### config.mk
export PLATFORM = sky130hd
export DESIGN_NAME = ide_pio_cycle_gen
export DESIGN_NICKNAME = d
export VERILOG_FILES = /design/src/rtl/ide_pio_pkg.sv /design/src/rtl/ide_addr_decode.sv /design/src/rtl/ide_pio_timing.sv /design/src/rtl/ide_pio_seq.sv /design/src/rtl/ide_pio_cycle_gen.sv
export SDC_FILE = /design/constraint.sdc
export NUM_CORES = 1
export LEC_CHECK = 0
export BUFFER_PORTS_ARGS = -buffer_cell sky130_fd_sc_hd__buf_2
export CAP_MARGIN = 20
export CORE_MARGIN = 5
export CORE_UTILIZATION = 58
export DETAILED_ROUTE_END_ITERATION = 10
export GPL_TIMING_DRIVEN = 0
export PLACE_DENSITY = 0.77
export SYNTH_ARGS = -nofsm -noshare
export SYNTH_HDL_FRONTEND = slang
export SYNTH_HIERARCHICAL = 1
export SYNTH_SLANG_ARGS = --single-unit
### constraint.sdc
create_clock -name clk -period 2.5 [get_ports clk]
set_input_delay 0.375 -clock clk [delete_from_list [all_inputs] [get_ports clk]]
set_output_delay 0.375 -clock clk [all_outputs]
set_load 0.01 [all_outputs]
### src/rtl/ide_pio_pkg.sv
package ide_pio_pkg;

    localparam int NCH    = 2;
    localparam int ADDR_W = 10;
    localparam int CNT_W  = 6;
    localparam int NMODE  = 6;

    typedef logic [CNT_W-1:0] tcnt_t;

    typedef enum logic [2:0] {
        PM_0, PM_0P, PM_1, PM_2, PM_3, PM_4
    } pio_mode_e;

    typedef struct packed {
        tcnt_t wr_len;
        tcnt_t rd_len;
        tcnt_t cyc_len;
    } pio_timing_t;

    typedef enum logic [1:0] {
        ST_IDLE, ST_TIMED, ST_ISA, ST_ISA_END
    } seq_state_e;

    typedef struct packed {
        seq_state_e       st;
        tcnt_t            cnt;
        tcnt_t            plen;
        tcnt_t            clen;
        logic             wr;
        logic             seen;
        logic [NCH-1:0]   cs_cmd;
        logic [NCH-1:0]   cs_ctl;
        logic             drv_rd;
        logic             drv_wr;
        logic             done;
    } seq_t;

    // Minimum strobe width per mode in ns (16-bit data transfers).
    function automatic int strobe_ns(pio_mode_e m);
        case (m)
            PM_0, PM_0P: return 165;
            PM_1:        return 125;
            PM_2:        return 100;
            PM_3:        return 80;
            default:     return 70;
        endcase
    endfunction

    // Cycle length per mode in ns, each at or above the PIO minimum.
    function automatic int cycle_ns(pio_mode_e m);
        case (m)
            PM_0:    return 660;
            PM_0P:   return 570;
            PM_1:    return 383;
            PM_2:    return 240;
            PM_3:    return 180;
            default: return 120;
        endcase
    endfunction

    function automatic int ceil_div(int a, int b);
        return (a + b - 1) / b;
    endfunction

    // Read strobe gets one extra clock; cycle must fit setup + strobe + hold.
    function automatic pio_timing_t derive_timing(pio_mode_e m, int period_ns);
        pio_timing_t t;
        int w;
        int r;
        int c;
        w = ceil_div(strobe_ns(m), period_ns);
        r = w + 1;
        c = ceil_div(cycle_ns(m), period_ns);
        if (c < r + 2) c = r + 2;
        t.wr_len  = tcnt_t'(w);
        t.rd_len  = tcnt_t'(r);
        t.cyc_len = tcnt_t'(c);
        return t;
    endfunction

    function automatic logic [ADDR_W-1:0] cmd_base(int ch);
        return (ch == 0) ? ADDR_W'('h1F0) : ADDR_W'('h170);
    endfunction

    function automatic logic [ADDR_W-1:0] ctl_addr(int ch);
        return (ch == 0) ? ADDR_W'('h3F6) : ADDR_W'('h376);
    endfunction

endpackage

### src/rtl/ide_addr_decode.sv
module ide_addr_decode
    import ide_pio_pkg::*;
(
    input  logic [ADDR_W-1:0] addr_i,
    input  logic              wide_i,
    output logic [NCH-1:0]    cmd_hit_o,
    output logic [NCH-1:0]    ctl_hit_o,
    output logic              timed_o
);
    localparam int SEL_W = 3;

    logic [NCH-1:0] port_hit;

    for (genvar g = 0; g < NCH; g++) begin : g_chan
        localparam logic [ADDR_W-1:0] CMD_A = cmd_base(g);
        localparam logic [ADDR_W-1:0] CTL_A = ctl_addr(g);
        assign cmd_hit_o[g] = (addr_i[ADDR_W-1:SEL_W] == CMD_A[ADDR_W-1:SEL_W]);
        assign ctl_hit_o[g] = (addr_i == CTL_A);
        assign port_hit[g]  = (addr_i == CMD_A);
    end

    assign timed_o = wide_i && (|port_hit);

endmodule

### src/rtl/ide_pio_timing.sv
module ide_pio_timing
    import ide_pio_pkg::*;
#(
    parameter int SLOW_NS = 30,
    parameter int FAST_NS = 20
) (
    input  logic        speed_fast_i,
    input  logic        ext_en_i,
    input  logic [1:0]  base_code_i,
    input  logic [1:0]  ext_code_i,
    output pio_timing_t timing_o
);
    pio_mode_e   mode;
    pio_timing_t tbl_slow [NMODE];
    pio_timing_t tbl_fast [NMODE];

    for (genvar g = 0; g < NMODE; g++) begin : g_tbl
        assign tbl_slow[g] = derive_timing(pio_mode_e'(g), SLOW_NS);
        assign tbl_fast[g] = derive_timing(pio_mode_e'(g), FAST_NS);
    end

    always_comb begin
        if (ext_en_i) begin
            case (ext_code_i)
                2'b00:   mode = PM_2;
                2'b01:   mode = PM_3;
                default: mode = PM_4;
            endcase
        end else begin
            case (base_code_i)
                2'b00:   mode = PM_0;
                2'b01:   mode = PM_0P;
                2'b10:   mode = PM_1;
                default: mode = PM_2;
            endcase
        end
    end

    assign timing_o = speed_fast_i ? tbl_fast[mode] : tbl_slow[mode];

    // every entry leaves room for select setup and hold around the strobe
    always_comb begin
        a_r4_entry_fits: assert (timing_o.cyc_len >= timing_o.rd_len + tcnt_t'(2))
            else $error("timing entry too short for setup and hold");
    end

endmodule

### src/rtl/ide_pio_seq.sv
module ide_pio_seq
    import ide_pio_pkg::*;
(
    input  logic           clk,
    input  logic           rst_n,
    input  logic           req_valid_i,
    input  logic           req_write_i,
    input  logic [NCH-1:0] cmd_hit_i,
    input  logic [NCH-1:0] ctl_hit_i,
    input  logic           timed_i,
    input  pio_timing_t    timing_i,
    input  logic           isa_rd_i,
    input  logic           isa_wr_i,
    output logic [NCH-1:0] cs_cmd_o,
    output logic [NCH-1:0] cs_ctl_o,
    output logic           drv_rd_o,
    output logic           drv_wr_o,
    output logic           done_o
);
    seq_t  q;
    seq_t  d;
    tcnt_t next_cnt;
    logic  strobe_on;
    logic  hit;

    assign hit = (|cmd_hit_i) || (|ctl_hit_i);

    always_comb begin
        d         = q;
        next_cnt  = q.cnt + tcnt_t'(1);
        strobe_on = 1'b0;
        case (q.st)
            ST_IDLE: begin
                d.done   = 1'b0;
                d.drv_rd = 1'b0;
                d.drv_wr = 1'b0;
                if (req_valid_i && hit) begin
                    d.cs_cmd = cmd_hit_i;
                    d.cs_ctl = ctl_hit_i;
                    d.cnt    = '0;
                    d.wr     = req_write_i;
                    d.seen   = 1'b0;
                    d.plen   = req_write_i ? timing_i.wr_len : timing_i.rd_len;
                    d.clen   = timing_i.cyc_len;
                    d.st     = timed_i ? ST_TIMED : ST_ISA;
                end
            end
            ST_TIMED: begin
                if (q.cnt == q.clen - tcnt_t'(1)) begin
                    d.st     = ST_IDLE;
                    d.cs_cmd = '0;
                    d.cs_ctl = '0;
                    d.done   = 1'b0;
                    d.drv_rd = 1'b0;
                    d.drv_wr = 1'b0;
                end else begin
                    d.cnt     = next_cnt;
                    strobe_on = (next_cnt <= q.plen);
                    d.drv_wr  = strobe_on && q.wr;
                    d.drv_rd  = strobe_on && !q.wr;
                    d.done    = (next_cnt == q.clen - tcnt_t'(1));
                end
            end
            ST_ISA: begin
                d.drv_rd = isa_rd_i;
                d.drv_wr = isa_wr_i;
                if (isa_rd_i || isa_wr_i) begin
                    d.seen = 1'b1;
                end else if (q.seen) begin
                    d.st   = ST_ISA_END;
                    d.done = 1'b1;
                end
            end
            default: begin
                d.st     = ST_IDLE;
                d.cs_cmd = '0;
                d.cs_ctl = '0;
                d.done   = 1'b0;
                d.drv_rd = 1'b0;
                d.drv_wr = 1'b0;
            end
        endcase
    end

    always_ff @(posedge clk or negedge rst_n) begin
        if (!rst_n) q <= '0;
        else        q <= d;
    end

    assign cs_cmd_o = q.cs_cmd;
    assign cs_ctl_o = q.cs_ctl;
    assign drv_rd_o = q.drv_rd;
    assign drv_wr_o = q.drv_wr;
    assign done_o   = q.done;

    // never more than one select
    a_r1_one_select: assert property (@(posedge clk) disable iff (!rst_n)
        $onehot0({q.cs_cmd, q.cs_ctl}));

    // a strobe only inside a select window
    a_r4_strobe_in_cs: assert property (@(posedge clk) disable iff (!rst_n)
        (q.drv_rd || q.drv_wr) |-> (|{q.cs_cmd, q.cs_ctl}));

    // select set up at least one clock before a strobe rises
    a_r4_cs_setup: assert property (@(posedge clk) disable iff (!rst_n)
        $rose(q.drv_rd || q.drv_wr) |-> $past(|{q.cs_cmd, q.cs_ctl}));

    // done arrives with the select still held and strobes released
    a_r4_done_hold: assert property (@(posedge clk) disable iff (!rst_n)
        q.done |-> ((|{q.cs_cmd, q.cs_ctl}) && !q.drv_rd && !q.drv_wr));

    // the cycle counter stays below the latched length
    a_r4_cnt_bound: assert property (@(posedge clk) disable iff (!rst_n)
        (q.st == ST_TIMED) |-> (q.cnt < q.clen));

    // latched cycle length stays fixed through a timed cycle
    a_r8_len_held: assert property (@(posedge clk) disable iff (!rst_n)
        ((q.st == ST_TIMED) && $past(q.st == ST_TIMED)) |-> $stable(q.clen));

    // ISA-slaved strobes copy the commands one clock late
    a_r9_isa_follow: assert property (@(posedge clk) disable iff (!rst_n)
        ((q.st == ST_ISA) && $past(q.st == ST_ISA))
            |-> ((q.drv_rd == $past(isa_rd_i)) && (q.drv_wr == $past(isa_wr_i))));

    // selects drop in the clock after done
    a_r10_gap_after_done: assert property (@(posedge clk) disable iff (!rst_n)
        q.done |=> ((q.cs_cmd == '0) && (q.cs_ctl == '0)));

endmodule

### src/rtl/ide_pio_cycle_gen.sv
module ide_pio_cycle_gen
    import ide_pio_pkg::*;
#(
    parameter int SLOW_NS = 30,
    parameter int FAST_NS = 20
) (
    input  logic              clk,
    input  logic              rst_n,
    input  logic              req_valid,
    input  logic [ADDR_W-1:0] req_addr,
    input  logic              req_write,
    input  logic              req_wide,
    input  logic              isa_rd,
    input  logic              isa_wr,
    input  logic              speed_fast,
    input  logic              ext_en,
    input  logic [1:0]        base_code,
    input  logic [1:0]        ext_code,
    output logic [NCH-1:0]    cs_cmd,
    output logic [NCH-1:0]    cs_ctl,
    output logic              drv_rd,
    output logic              drv_wr,
    output logic              done
);
    logic [NCH-1:0] cmd_hit;
    logic [NCH-1:0] ctl_hit;
    logic           timed;
    pio_timing_t    timing;

    ide_addr_decode u_decode (
        .addr_i    (req_addr),
        .wide_i    (req_wide),
        .cmd_hit_o (cmd_hit),
        .ctl_hit_o (ctl_hit),
        .timed_o   (timed)
    );

    ide_pio_timing #(
        .SLOW_NS (SLOW_NS),
        .FAST_NS (FAST_NS)
    ) u_timing (
        .speed_fast_i (speed_fast),
        .ext_en_i     (ext_en),
        .base_code_i  (base_code),
        .ext_code_i   (ext_code),
        .timing_o     (timing)
    );

    ide_pio_seq u_seq (
        .clk         (clk),
        .rst_n       (rst_n),
        .req_valid_i (req_valid),
        .req_write_i (req_write),
        .cmd_hit_i   (cmd_hit),
        .ctl_hit_i   (ctl_hit),
        .timed_i     (timed),
        .timing_i    (timing),
        .isa_rd_i    (isa_rd),
        .isa_wr_i    (isa_wr),
        .cs_cmd_o    (cs_cmd),
        .cs_ctl_o    (cs_ctl),
        .drv_rd_o    (drv_rd),
        .drv_wr_o    (drv_wr),
        .done_o      (done)
    );

endmodule

# == Word-level counts from Yosys, hierarchy flattened ==
# Memory sizes are Yosys's and may differ from the RTL's.
# Cells that the tools add are included.
# totals
register_bits,29
mem_bits_ro,288
in_bits,23
output_inout_bits,7
memories,2
# memory_table
memory,words,width,read_ports,rd_ports_with_merged_regs,write_ports,line_no,source
(no name shown),8,18,1,0,0,ide_pio_timing.sv:39,assign timing_o = speed_fast_i ? tbl_fast[mode] : tbl_slow[mode];
(no name shown),8,18,1,0,0,ide_pio_timing.sv:39,
# classes
addsub,2
order_cmp,2
n_eq_ne,19
mux,25
n_bitwise,2
n_reduce_logical,21
# op_table
cell,count
$mux W18,5
$mux W26,1
$eq A10 B10 Y1 const B,2
$eq A10 B9 Y1 const B,2
$eq A7 B6 Y1 const B,2
$eq A6 B6 Y1,2
$mux W6,2
$pmux W2 S3,2
$pmux W3 S2,2
$pmux W4 S3,1
$pmux W6 S2,1
$reduce_and A3 Y1,3
$mux W2,4
$ne A2 B1 Y1 const B,4
$add A6 B1 Y6 const B,1
$eq A2 B1 Y1 const B,3
$le A6 B6 Y1,1
$logic_not A2 Y1,3
$mux W3,2
$reduce_or A2 Y1,3
$sub A6 B1 Y6 const B,1
$eq A2 B2 Y1 const B,2
$ge A4 B4 Y1 const B,1
$logic_and A1 B1 Y1,4
other kinds (11),17

# == Logic depth before layout (Yosys ltp) ==
# logic_depth
ltp_word,11
mapped_depth,10
depth_no_buf,9

# == Modules after synthesis ==
# The synthesis kept the hierarchy.
# modules_own_cells
module,n_inst,cells_each,area_each_um2,seq_area_each_um2
ide_pio_seq,1,196,1888.1,725.7
ide_pio_timing,1,44,324.1,0.0
ide_addr_decode,1,10,71.3,0.0

# == Worst setup path after synthesis ==
# No wires, ideal clock.
# synth_timing
path_kind,register -> register
from,reg u_seq/q[9] (netlist bit)
to,reg u_seq/q[27] (netlist bit)
setup_time_ns,0.120
t_arrival_ns,2.121
slack_ns,0.260
path_stages_with_launch,9
period_less_slack_ns,2.240
path_cell_list,dfrtp_1 -> inv_1 -> ha_1 -> xor2_1 -> o311ai_0 -> or4_4 -> o21ai_4 -> nand3b_4 -> o22a_2
# synth_via
elab_chain_len,4
# synth_rtl
item,line_no,source
from (decl),ide_pio_seq.sv:20,seq_t q;
from (signal assigned),ide_pio_seq.sv:86,if (!rst_n) q <= '0;
from (signal assigned),ide_pio_seq.sv:87,else q <= d;
$sub A6 B1 Y6,ide_pio_seq.sv:49,if (q.cnt == q.clen - tcnt_t'(1)) begin
$eq A6 B6 Y1,ide_pio_seq.sv:49,
$ne A2 B1 Y1 (no source line),-,
$reduce_and A4 Y1 (no source line),-,
# No other way between the ends.
# A chain may end at the register's enable or synchronous reset.

# == Worst setup path after layout ==
# layout_timing
from,reg u_seq/q[9] (netlist bit)
to,reg u_seq.q (netlist bit u_seq/done_o)
# layout_via
elab_chain_len,4
# layout_rtl
item,line_no,source
$sub A6 B1 Y6 (*),"ide_pio_seq.sv:49, ide_pio_seq.sv:61",
$eq A6 B6 Y1 (on tied branches),"ide_pio_seq.sv:61, ide_pio_seq.sv:49",
$mux W3 (*),ide_pio_seq.sv:49,
$pmux W3 S2 (*),ide_pio_seq.sv:32,case (q.st)
# Mark *: on every way between the ends. The rest lies on a longest branch, timed or not.

==> key figures <==
Setup path
  • Highest net fanout along the worst path: 4
  • Number of cells traversed by the worst register-to-register path: 8
  • CP max stage delay: 0.43 ns
  • Top cell family by delay on the critical path: simple AND/OR/NAND/NOR gates
  • R2r endpoint: u_seq/done_o$_DFFE_PN0P_
  • Cell seen most often among critical-path stages: buf_4
  • Worst flop-to-flop path startpoint: u_seq/q[9]$_DFFE_PN0P_
  • Ordered cell list for the critical path: buf_4, or3_1, or3_4, xnor2_2, o21ai_4, buf_4, o31a_2, o21ai_1
  • Capturing element type of the critical path: flop
  • Cell with the biggest individual delay on the critical path: dfrtp_2
  • Number of buffers and inverters on the critical path: 2
  • Reg2Reg Setup Slack: 0.1 ns
  • Crit path DAT: between 2 and 3 ns
  • Data required time of the critical path: around 2.7 ns
  • Sort of element at the start of the critical path: flop
  • Worst setup path class: reg -> reg

Final layout
  • Layout cells sized above 1: 0.2755
  • Final core utilization: 0.7076
  • Number of antenna diodes: 0
  • Layout overhead on the synthesized area: 16.00%
  • Final Cell Area: about 2600 sq um
  • Number of nets in the finished design: about 330

Place
  • Dpl hpwl: about 3800 um
  • DP Worst Slack: -0.09520 ns
  • Count of port buffers added during placement: 28
  • Placer Congestion: approximately 0.81
  • Area post-placement: ~2500 sq um

CTS
  • CTS Root Buffer Type: clkbuf_8
  • Latest clock arrival within the worst-skew pair: between 0.2 and 0.3 ns
  • H-tree lvl count: 2
  • Number of clock buffers inserted by TritonCTS: 5
  • Clock-pin transition on the worst setup and hold timing paths: ~0.060 ns
  • CTS tree: yes
  • Maximum clock path buffer count: 2
  • Clock tree sinks: 29

Pwr
  • Leakage component of the power: about 1.3 nW
  • Largest voltage drop on the vdd net: 0.3840 mV
  • Pwr/cell area: just over 800 nW/um^2

Synthesis
  • Cell type contributing the most total cell area after synthesis: dfrtp_1
  • Cell with the most instances after synthesis: dfrtp_1
  • Number of instances in the synthesized netlist: between 200 and 300
  • Most frequent cells after synthesis: 29 x dfrtp_1, 28 x nand2_1, 15 x inv_1, 15 x o21ai_0, 13 x ha_1
  • Number of enable flip-flop cells after synthesis: 0
  • Cell area after synthesis: 2283 sq um
  • Yosys warnings: 6
  • Portion of synthesized cell area occupied by the leading cell type: 0.3178
  • Most instantiated flip-flop cell in the synthesis netlist: dfrtp_1
  • Synthesized area per cell: 9.134 sq um
  • Post-synth cell types: 60
  • Part of the Yosys area used for sequential elements: 0.3178
  • Number of storage elements in the synthesis netlist: 29
  • Cells taking the most area after synthesis: dfrtp_1 32%, ha_1 7.1%, nand2_1 4.6%, xnor2_1 4.2%, mux2_2 3.5%
  • Proportion of register bits with asynchronous set or reset after synthesis: 1.000

GRT
  • First-pass GRT wire length: 8397 um
  • Aggregate global routing overflow: 0
  • Maximum number of pins on one net before global-route repair: 30
  • Number of global-route vias before repair: ~1900
  • Total routing usage reported by global routing: 0.2012
  • Initial antenna violation count: 0

Timing
  • Share of the cycle needed by the critical path after routing: 0.9602
  • Max Transition Viols Final: 0
  • Final critical path time including I/O delays and setup: around 2.4 ns
  • Setup repair after global routing missed its margin: false
  • Pin slew with the least headroom to its limit: a little over 0.7 ns
  • Total of endpoints with negative setup slack in the final report: 0
  • Worst path setup slack after routing: approximately 0.099 ns
  • Worst Skew: approximately 0.0053 ns
  • Final hold violation count: 0
  • Max_slew headroom: 0.5185
  • Peak clock frequency supported by timing: ~420 MHz

Flow run
  • Reported max-cap violation count: 0

Detailed routing
  • Via-to-Cell Ratio: roughly 5.7
  • M1 wire length: 2119 um
  • Met2 wirelength from detailed routing: between 2000 and 3000 um
  • Detailed-route wire length per cell: approximately 15 um
  • First-pass detailed-route iteration total: 4
  • Remaining routing DRC violations: 0
  • Number of nets still failing antenna checks after routing: 0
  • Top sig layer: met4
  • Initial DRC Count: 112
  • Wire length reported by the detailed router: around 5000 um
  • Met3 WL: 186 um
  • Routed vias: ~2000

Floorplan
  • Number of primary I/O pins: 30
  • Overall die area: between 5000 and 6000 sq um
  • Die width: 72.75 um
  • Height of the chip: about 73 um
  • Starting density of the core: 0.6100
  • Core area: 3744 sq um
  • # rows: 22

Outcome
  • Result of the run: completed

Min path
  • Worst hold-check path type: in -> async
==> final cells by class <==
cell class / count / area (sq um)
Sequential cell: 29 / 728.2
Clock buffer: 6 / 72.57
Timing Repair Buffer: 35 / 192.7
Inverter: 15 / 56.30
Multi-Input combinational cell: 190 / 1423
Buffer: 17 / 106.4
Clock inverter: 2 / 10.01
Tap cell: 48 / 60.06
Fill cell: 315 / 1095
==> worst max-delay path by stage <==
stage,endpoint,startpoint,cells past startpoint
5_1_grt,u_seq/done_o$_DFFE_PN0P_,u_seq/q[9]$_DFFE_PN0P_,8
2_1_floorplan,u_seq/q[27]$_DFFE_PN0P_,u_seq/q[9]$_DFFE_PN0P_,8
3_3_place_gp,u_seq/q[8]$_DFFE_PN0P_,req_addr[5],8
3_5_place_dp,u_seq/q[10]$_DFFE_PN0P_,req_addr[5],8
4_1_cts,u_seq/cs_ctl_o[0]$_DFFE_PN0P_,u_seq/q[9]$_DFFE_PN0P_,8
6_report,u_seq/done_o$_DFFE_PN0P_,u_seq/q[9]$_DFFE_PN0P_,8
==> cells in the final DEF (no fill, tap or decap), types with 5 or more instances in the layout <==
cell type | synthesis | layout
a21oi_1 | 5 | 5
a2bb2oi_1 | 5 | 5
buf_2 | 3 | 31
buf_4 | 8 | 15
clkbuf_8 | 0 | 5
dfrtp_1 | 29 | 27
ha_1 | 13 | 13
inv_1 | 15 | 15
mux2_2 | 7 | 7
mux2i_1 | 7 | 7
nand2_1 | 28 | 28
nand2b_1 | 5 | 5
nand3_1 | 9 | 9
nor2_1 | 9 | 9
nor3b_1 | 5 | 5
nor4_1 | 5 | 5
o21ai_0 | 15 | 15
xnor2_1 | 11 | 9
xor2_1 | 7 | 6
==> power by group <==
part / internal (W) / switching, W / total (W)
registers: 0.000564 / 0.000115 / 0.000679
logic: 0.000508 / 0.000614 / 0.00112
clock network: 0.000192 / 0.000178 / 0.000370
total: 0.00126 / 0.000907 / 0.00217
==> stage by stage <==
stage               instances  TNS (ns)  total power, W  hold slack, ns
finish                    342         0        0.002171          0.1252
global route              342         0        0.002345          0.1732
CTS                       337         0        0.002133          0.1378
detailed placement        329   -0.5835        0.001755          0.4379
global placement          329   -0.5944        0.001714          0.4409
floorplan                 253         0        0.001496         0.07941
==> cells by family (layout without fill, tap and decap cells) <==
group,after synthesis,count (layout),synth area share
AND/OR/NAND/NOR,89,89,0.2312
AO/OA/AOI/OAI,51,51,0.1627
buffers and inverters,34,75,0.07397
flip-flops,29,29,0.3178
XOR/XNOR,19,19,0.07617
multiplexers,14,14,0.06521
adder cells (fa/ha/maj),13,13,0.07123
other,1,4,0.001642
==> registers in the layout, summed over array words and instances, names as in the netlist <==
register,cells
u_seq/q,22
u_seq/cs_cmd_o,2
u_seq/cs_ctl_o,2
u_seq/done_o,1
u_seq/drv_rd_o,1
u_seq/drv_wr_o,1
==> routing by layer <==
metal  vias to the layer above  GRT usage
li1                        977          -
met1                       929     0.2428
met2                        42     0.3537
met3                         7    0.04408
met4                         0    0.06352
met5                         -          0
==> repair_timing <==
item | 4_1_cts | 5_1_grt
pin swaps | 0 | 2
endpoints found under the setup margin | 1 | 18
hold buffers | 0 | 0
gates resized for setup | 1 | 6
buffers inserted | 0 | 7
No activity file was read; power rests on OpenSTA's default activity.
